<file path="config.mk">
export PLATFORM = sky130hd
export DESIGN_NAME = pwmb_bank
export DESIGN_NICKNAME = d
export VERILOG_FILES = /design/src/rtl/pwmb_pkg.sv /design/src/rtl/pwmb_decode.sv /design/src/rtl/pwmb_chan.sv /design/src/rtl/pwmb_bank.sv
export SDC_FILE = /design/constraint.sdc
export NUM_CORES = 2
export LEC_CHECK = 0
export BUFFER_PORTS_ARGS = -buffer_cell sky130_fd_sc_hd__buf_2
export CORE_MARGIN = 2
export CORE_UTILIZATION = 40
export DETAILED_ROUTE_END_ITERATION = 8
export HOLD_SLACK_MARGIN = 0.03
export PLACE_DENSITY = 0.58
export SLEW_MARGIN = 20
export SYNTH_ARGS = -nofsm -noshare
export SYNTH_HDL_FRONTEND = slang
export SYNTH_SLANG_ARGS = --single-unit
</file>
<file path="constraint.sdc">
create_clock -name clk -period 8.41 [get_ports clk]
set_clock_uncertainty 0.2 [all_clocks]
set_input_delay 1.2615 -clock clk [delete_from_list [all_inputs] [get_ports clk]]
set_output_delay 1.2615 -clock clk [all_outputs]
set_load 0.01 [all_outputs]
</file>
<file path="src/rtl/pwmb_pkg.sv">
package pwmb_pkg;
    typedef enum logic {
        CH_IDLE = 1'b0,
        CH_RUN  = 1'b1
    } ch_state_e;

    typedef enum logic [2:0] {
        RG_CTRL = 3'd0,
        RG_PER  = 3'd1,
        RG_DUTY = 3'd2,
        RG_STAT = 3'd3,
        RG_RPT  = 3'd4
    } reg_sel_e;

    localparam int unsigned B_GO   = 0;
    localparam int unsigned B_LOAD = 1;
    localparam int unsigned B_SRST = 2;
    localparam int unsigned B_POL  = 3;
    localparam int unsigned B_MODE = 4;
    localparam int unsigned B_TRIG = 6;
    localparam int unsigned B_IRQ  = 8;
    localparam int unsigned B_IDLE = 9;
endpackage

</file>
<file path="src/rtl/pwmb_decode.sv">
module pwmb_decode #(
    parameter int NUM_CH = 6,
    parameter int ADDR_W = 8,
    parameter int CH_W   = 3
) (
    input  logic [ADDR_W-1:0]      addr,
    input  logic                   wr_en,
    output logic                   hit,
    output logic [CH_W-1:0]        ch_idx,
    output pwmb_pkg::reg_sel_e     sel,
    output logic [NUM_CH-1:0]      ch_wr
);
    localparam int WIN_W = ADDR_W - 5;
    localparam logic [WIN_W-1:0] LAST_WIN = WIN_W'(NUM_CH - 1);

    logic [WIN_W-1:0] win;

    assign win    = addr[ADDR_W-1:5];
    assign ch_idx = win[CH_W-1:0];
    assign sel    = pwmb_pkg::reg_sel_e'(addr[4:2]);
    assign hit    = (win <= LAST_WIN) && (addr[1:0] == 2'b00) && (addr[4:2] <= 3'd4);

    for (genvar i = 0; i < NUM_CH; i++) begin : g_wr
        assign ch_wr[i] = wr_en && hit && (ch_idx == CH_W'(i));
    end
endmodule

</file>
<file path="src/rtl/pwmb_chan.sv">
module pwmb_chan #(
    parameter int DATA_W = 32,
    parameter int STAT_W = 8
) (
    input  logic               clk,
    input  logic               rst_n,
    input  logic               wr,
    input  pwmb_pkg::reg_sel_e sel,
    input  logic [DATA_W-1:0]  wdata,
    output logic [DATA_W-1:0]  rd_word,
    output logic               pwm_o,
    output logic               run_o,
    output logic               ever_o,
    output logic               pol_o,
    output logic               go_o,
    output logic               pend_o
);
    import pwmb_pkg::*;

    localparam logic [DATA_W-1:0] ONE = DATA_W'(1);

    ch_state_e         state_q, state_d;
    logic              go_q, load_q, pol_q, irq_q, idle_q, ever_q, pend_q;
    logic [1:0]        mode_q, trig_q;
    logic [DATA_W-1:0] per_sh, duty_sh, per_act, duty_act, cnt_q, rpt_q;
    logic [STAT_W-1:0] stat_q;

    logic wr_ctl, srst, go_rise, load_rise, running, at_end, active;

    assign wr_ctl    = wr && (sel == RG_CTRL);
    assign srst      = wr_ctl && wdata[B_SRST];
    assign go_rise   = wr_ctl && !srst && wdata[B_GO] && !go_q;
    assign load_rise = wr_ctl && !srst && wdata[B_LOAD] && !load_q;
    assign running   = (state_q == CH_RUN);
    assign at_end    = running && ((per_act <= ONE) || (cnt_q >= per_act - ONE));
    assign active    = running && (cnt_q < duty_act);

    // next-state logic: START and SRST transitions
    always_comb begin
        state_d = state_q;
        unique case (state_q)
            CH_IDLE: if (go_rise) state_d = CH_RUN;
            CH_RUN:  if (srst)    state_d = CH_IDLE;
        endcase
    end

    always_ff @(posedge clk or negedge rst_n) begin
        if (!rst_n) state_q <= CH_IDLE;
        else        state_q <= state_d;
    end

    always_ff @(posedge clk or negedge rst_n) begin
        if (!rst_n) begin
            go_q <= 1'b0; load_q <= 1'b0; pol_q <= 1'b1; irq_q <= 1'b0;
            idle_q <= 1'b0; ever_q <= 1'b0; pend_q <= 1'b0;
            mode_q <= '0; trig_q <= '0; per_sh <= '0; duty_sh <= '0;
            per_act <= '0; duty_act <= '0; cnt_q <= '0; rpt_q <= '0; stat_q <= '0;
        end else begin
            if (wr && sel == RG_PER)  per_sh  <= wdata;
            if (wr && sel == RG_DUTY) duty_sh <= wdata;
            if (wr && sel == RG_RPT)  rpt_q   <= wdata;
            if (srst) begin
                cnt_q <= '0; stat_q <= '0; pend_q <= 1'b0;
                ever_q <= 1'b0; go_q <= 1'b0; load_q <= 1'b0;
            end else begin
                if (wr_ctl) begin
                    go_q   <= wdata[B_GO];
                    load_q <= wdata[B_LOAD];
                    mode_q <= wdata[B_MODE +: 2];
                    trig_q <= wdata[B_TRIG +: 2];
                    irq_q  <= wdata[B_IRQ];
                    idle_q <= wdata[B_IDLE];
                    if (!ever_q) pol_q <= wdata[B_POL];
                end
                if (running) go_q <= 1'b0;
                if (go_rise && !running) begin
                    ever_q <= 1'b1;
                    cnt_q  <= '0;
                end
                if (load_rise && !running) begin
                    per_act  <= per_sh;
                    duty_act <= duty_sh;
                end else if (load_rise) begin
                    pend_q <= 1'b1;
                end
                if (at_end) begin
                    cnt_q  <= '0;
                    stat_q <= stat_q + 1'b1;
                    if (pend_q || load_rise) begin
                        per_act  <= per_sh;
                        duty_act <= duty_sh;
                        pend_q   <= 1'b0;
                    end
                end else if (running) begin
                    cnt_q <= cnt_q + ONE;
                end
            end
        end
    end

    always_comb begin
        rd_word = '0;
        unique case (sel)
            RG_CTRL: begin
                rd_word[B_GO]         = go_q;
                rd_word[B_LOAD]       = load_q;
                rd_word[B_POL]        = pol_q;
                rd_word[B_MODE +: 2]  = mode_q;
                rd_word[B_TRIG +: 2]  = trig_q;
                rd_word[B_IRQ]        = irq_q;
                rd_word[B_IDLE]       = idle_q;
            end
            RG_PER:  rd_word = per_sh;
            RG_DUTY: rd_word = duty_sh;
            RG_STAT: rd_word[STAT_W-1:0] = stat_q;
            RG_RPT:  rd_word = rpt_q;
            default: rd_word = '0;
        endcase
    end

    assign pwm_o  = active ? pol_q : ~pol_q;
    assign run_o  = running;
    assign ever_o = ever_q;
    assign pol_o  = pol_q;
    assign go_o   = go_q;
    assign pend_o = pend_q;
endmodule

</file>
<file path="src/rtl/pwmb_bank.sv">
module pwmb_bank #(
    parameter int NUM_CH = 6,
    parameter int DATA_W = 32,
    parameter int ADDR_W = 8,
    parameter int STAT_W = 8
) (
    input  logic              clk,
    input  logic              rst_n,
    input  logic              wr_en,
    input  logic              rd_en,
    input  logic [ADDR_W-1:0] addr,
    input  logic [DATA_W-1:0] wdata,
    output logic [DATA_W-1:0] rdata,
    output logic [NUM_CH-1:0] pwm_out
);
    localparam int CH_W = (NUM_CH > 1) ? $clog2(NUM_CH) : 1;

    logic               hit;
    logic [CH_W-1:0]    ch_idx;
    pwmb_pkg::reg_sel_e sel;
    logic [NUM_CH-1:0]  ch_wr, run_vec, ever_vec, pol_vec, go_vec, pend_vec;
    logic [DATA_W-1:0]  rd_words [NUM_CH];

    pwmb_decode #(.NUM_CH(NUM_CH), .ADDR_W(ADDR_W), .CH_W(CH_W)) u_dec (
        .addr(addr), .wr_en(wr_en), .hit(hit), .ch_idx(ch_idx), .sel(sel), .ch_wr(ch_wr)
    );

    for (genvar i = 0; i < NUM_CH; i++) begin : g_ch
        pwmb_chan #(.DATA_W(DATA_W), .STAT_W(STAT_W)) u_ch (
            .clk(clk), .rst_n(rst_n), .wr(ch_wr[i]), .sel(sel), .wdata(wdata),
            .rd_word(rd_words[i]), .pwm_o(pwm_out[i]), .run_o(run_vec[i]),
            .ever_o(ever_vec[i]), .pol_o(pol_vec[i]), .go_o(go_vec[i]), .pend_o(pend_vec[i])
        );
    end

    always_ff @(posedge clk or negedge rst_n) begin
        if (!rst_n)     rdata <= '0;
        else if (rd_en) rdata <= hit ? rd_words[ch_idx] : '0;
    end
endmodule

</file>
==> metrics.md <==
| Metric | Value |
|---|---|
| Pins over their slew limit | `0` |
| Max Freq | `roughly 140 MHz` |
| Setup Buffers After CTS | `0` |
| Top sig layer | `met5` |
| CP startpoint | `g_ch[3].u_ch.per_act[2]$_DFFE_PN0N_` |
| Syn_area_per_cell | `11.1 sq um` |
| Area of the core | `0.176 sq mm` |
| Initial core utilization | `40.1%` |
| Final Hold Viols | `0` |
| Antenna viol nets, final | `0` |
| DR WL met2 | `around 100 mm` |
| Layout cell share with drive strength beyond 1 | `23.4%` |
| # port buffers | `81` |
| Mapped Cells | `approximately 6400` |
| Cts bufs inserted | `150` |
| Clock buffer depth | `3` |
| M1 WL | `100 mm` |
| Total gr overflow | `0` |
| Layout area overhead | `11.7%` |
| Initial antenna violation count | `22` |
| Hold WS | `roughly 0.23 ns` |
| RePlAce Congestion | `0.969` |
| Die H | `424 microns` |
| Drt pass-1 iters | `6` |
| Most common cell in the netlist | `dfrtp_1` |
| VDD IR max | `approximately 0.00022 V` |
| Std-Cell Rows | `154` |
| Sequential fraction of the synthesis area | `46.3%` |
| Fill cell count | `16400` |
| First DRT Iteration DRCs | `4517` |
| CTS tree | `yes` |
| Yosys cell types | `87` |
| Largest family of logic cells by synthesized area | `multiplexers` |
| Vias | `between 50000 and 60000` |
| First-pass GRT wire length | `343 mm` |
| Worst slew pin tran | `roughly 1.2 ns` |
| WL final | `~230 mm` |
| Die X | `424 microns` |
| Vias in the first global route | `50900` |
| Fin crit share | `83.9%` |
| Synth Flop Type | `dfrtp_1` |
| Overall Global Routing Usage | `25.3%` |
| Data arrival, critical path | `7.54 ns` |
| Worst EP required | `8.89 ns` |
| Met3 wire len | `14.3 mm` |
| P_int | `11.0 mW` |
| Post-synthesis cell area | `0.0705 sq mm` |
| Setup-failing EPs final | `0` |
| List of most frequent post-synthesis cells | `1298 x dfrtp_1, 885 x mux2_2, 402 x ha_1, 402 x nand2_1, 368 x nor2_1` |
| Synth Net Count | `6830` |
| Area leader, netlist | `dfrtp_1` |
| Clock network fraction of design power | `46.2%` |
| Adder-cell share of the synthesized area | `7.13%` |
| Comb pwr share | `8.5%` |
| Syn. warnings | `0` |
| Number of synthesized flops with an enable pin | `0` |
| CTS H-Tree Depth | `4` |
| HPWL after DPL | `roughly 160 mm` |
| Avg WL per Cell | `approximately 26 microns` |
| Synth Area in Simple Gates | `10.4%` |
| RSZ-0062 raised after global routing | `no` |
| Final setup TNS | `0 ns` |
| CP Max Fanout | `50` |
| Seq pwr share | `45.3%` |
| Worst-path clk slew | `0.06 ns` |
| Leak | `37.9 nW` |
| Startpoint type of the worst setup path | `register` |
| Die footprint | `0.180 sq mm` |
| Pwr per Cell Area | `around 190 mW/mm^2` |
| Asr flop ratio synth | `100%` |
| Top cell type's share of synthesized area | `46.0%` |
| Compound-Gate Fraction of Synth Area | `~11%` |
| Vias per std cell | `5.85` |
| Crit Path Category | `register to register` |
| CTS resizes | `0` |
| Min cycle time layout | `7.06 ns` |
| # IOs | `82` |
| Clk_lat worst skew | `0.82 ns` |
| Sw Ratio | `26.5%` |
| Hold_buf cts | `0` |
| RR Startpoint | `g_ch[3].u_ch.per_act[2]$_DFFE_PN0N_` |
| Outcome | `completed` |
| Relative slew slack | `19.1%` |
| Sink Count | `1304` |
| Post-synthesis mux area share | `18.1%` |
| Max cap viols | `0` |
| Worst setup EP type | `register` |
| Drt drc | `0` |
| FF+latch count, synth | `between 1000 and 1500` |
| Largest cells by area after synthesis | `dfrtp_1 46%, mux2_2 14%, ha_1 7.1%` |
| Xor/xnor share of the synthesized area | `3.45%` |
| Min-delay worst type | `input pin to asynchronous set/reset pin` |
| Largest net degree at the start of global routing | `180` |
| Net Sw Power | `3.95 mW` |
| CTS root buffer | `clkbuf_16` |
| Final #Nets | `about 7000` |
## through the flow
stage          instances  area [sq um]  total power [mW]  setup slack [ns]  util [%]
2_1_floorplan       6384         70500              7.48              3.04         -
3_3_place_gp        8564         73500              8.10              1.66      41.8
3_5_place_dp        8565         73500              8.13              1.54      41.8
4_1_cts             8839         78700              15.0              1.50      44.8
5_1_grt             8842         78800              15.5             0.979      44.8
6_report            8847         78800              14.9              1.35      44.8
## power groups by stage
stage,clock network [mW],registers [mW],logic [mW]
final,6.90,6.78,1.27
after global routing,7.27,6.80,1.39
after global placement,0,6.87,1.22
after detailed placement,0,6.88,1.26
after floorplan,0,6.76,0.721
after CTS,7.01,6.77,1.26
## cells by family (layout without fill, tap and decap cells)
logic type	count (synthesis)	after routing
other	0	6
multiplexers	1090	1090
adder cells (fa/ha/maj)	402	402
XOR/XNOR	278	278
AO/OA/AOI/OAI	1187	1187
AND/OR/NAND/NOR	1507	1507
buffers and inverters	616	733
flip-flops	1304	1304
## placed cells by master (no fill, tap or decap), types with 59 or more instances in the layout
| master | n |
|---|---|
| a21o_1 | 70 |
| a21oi_1 | 299 |
| a22oi_1 | 197 |
| a31oi_1 | 67 |
| and3_1 | 63 |
| buf_2 | 77 |
| buf_4 | 96 |
| clkbuf_16 | 152 |
| dfrtp_1 | 1298 |
| ha_1 | 402 |
| inv_1 | 269 |
| mux2_2 | 885 |
| mux2_4 | 120 |
| nand2_1 | 402 |
| nand3_1 | 147 |
| nand4_1 | 110 |
| nor2_1 | 351 |
| nor3_1 | 108 |
| o21ai_0 | 211 |
| or3_1 | 59 |
| xnor2_1 | 184 |
| xor2_1 | 94 |
## metal layers
metal	up-vias	track usage (%)
met5	-	0
met4	14	12.3
met3	425	4.01
met2	1603	38.6
met1	26400	35.1
li1	23300	-
## worst paths after layout
kind	slack (ns)	end	cells past startpoint
worst min register to register	0.28	rdata[29]$_DFFE_PN0P_	1
worst max-delay path	1.35	g_ch[3].u_ch.duty_act[21]$_DFFE_PN0N_	16
min in group clk	0.28	rdata[29]$_DFFE_PN0P_	1
max in group asynchronous	5.80	g_ch[4].u_ch.duty_act[25]$_DFFE_PN0N_	3
worst min-delay path	0.23	g_ch[5].u_ch.duty_act[1]$_DFFE_PN0N_	1
worst max register to register	1.35	g_ch[3].u_ch.duty_act[21]$_DFFE_PN0N_	16
## final cells by class
type                            count  area, sq um  share of cell area (%)
Antenna cell                        6         15.0                  0.0191
Sequential cell                  1304        32600                    41.4
Multi-Input combinational cell   4464        35600                    45.2
Inverter                          273         1020                    1.30
Tap cell                         2340         2930                    3.72
Clock buffer                      215         4330                    5.50
Clock inverter                     59          837                    1.06
Timing Repair Buffer              186         1380                    1.75
## registers in the layout (all words and copies together), names as in the netlist, 12 cells and up
| signal | count |
|---|---|
| g_ch.u_ch.cnt_q | 192 |
| rdata | 32 |
| g_ch.u_ch.per_sh | 192 |
| g_ch.u_ch.rpt_q | 192 |
| g_ch.u_ch.mode_q | 12 |
| g_ch.u_ch.duty_act | 192 |
| g_ch.u_ch.stat_q | 48 |
| g_ch.u_ch.trig_q | 12 |
| g_ch.u_ch.per_act | 192 |
| g_ch.u_ch.duty_sh | 192 |
## worst max-delay path, stage by stage (launching register included)
cell,delay [ns]
dfrtp_1,0.44
nor4_1,0.73
nand3_1,0.36
or2_2,0.42
nor4b_1,0.49
nand2_1,0.18
nor3_1,0.22
xnor2_1,0.11
ha_1,0.30
nand4_1,0.12
or4_1,0.55
or2_2,0.32
nor4_2,0.75
nor2_2,0.29
a211o_4,0.54
buf_4,0.42
mux2_4,0.42
(Power assumes the default switching activity.)
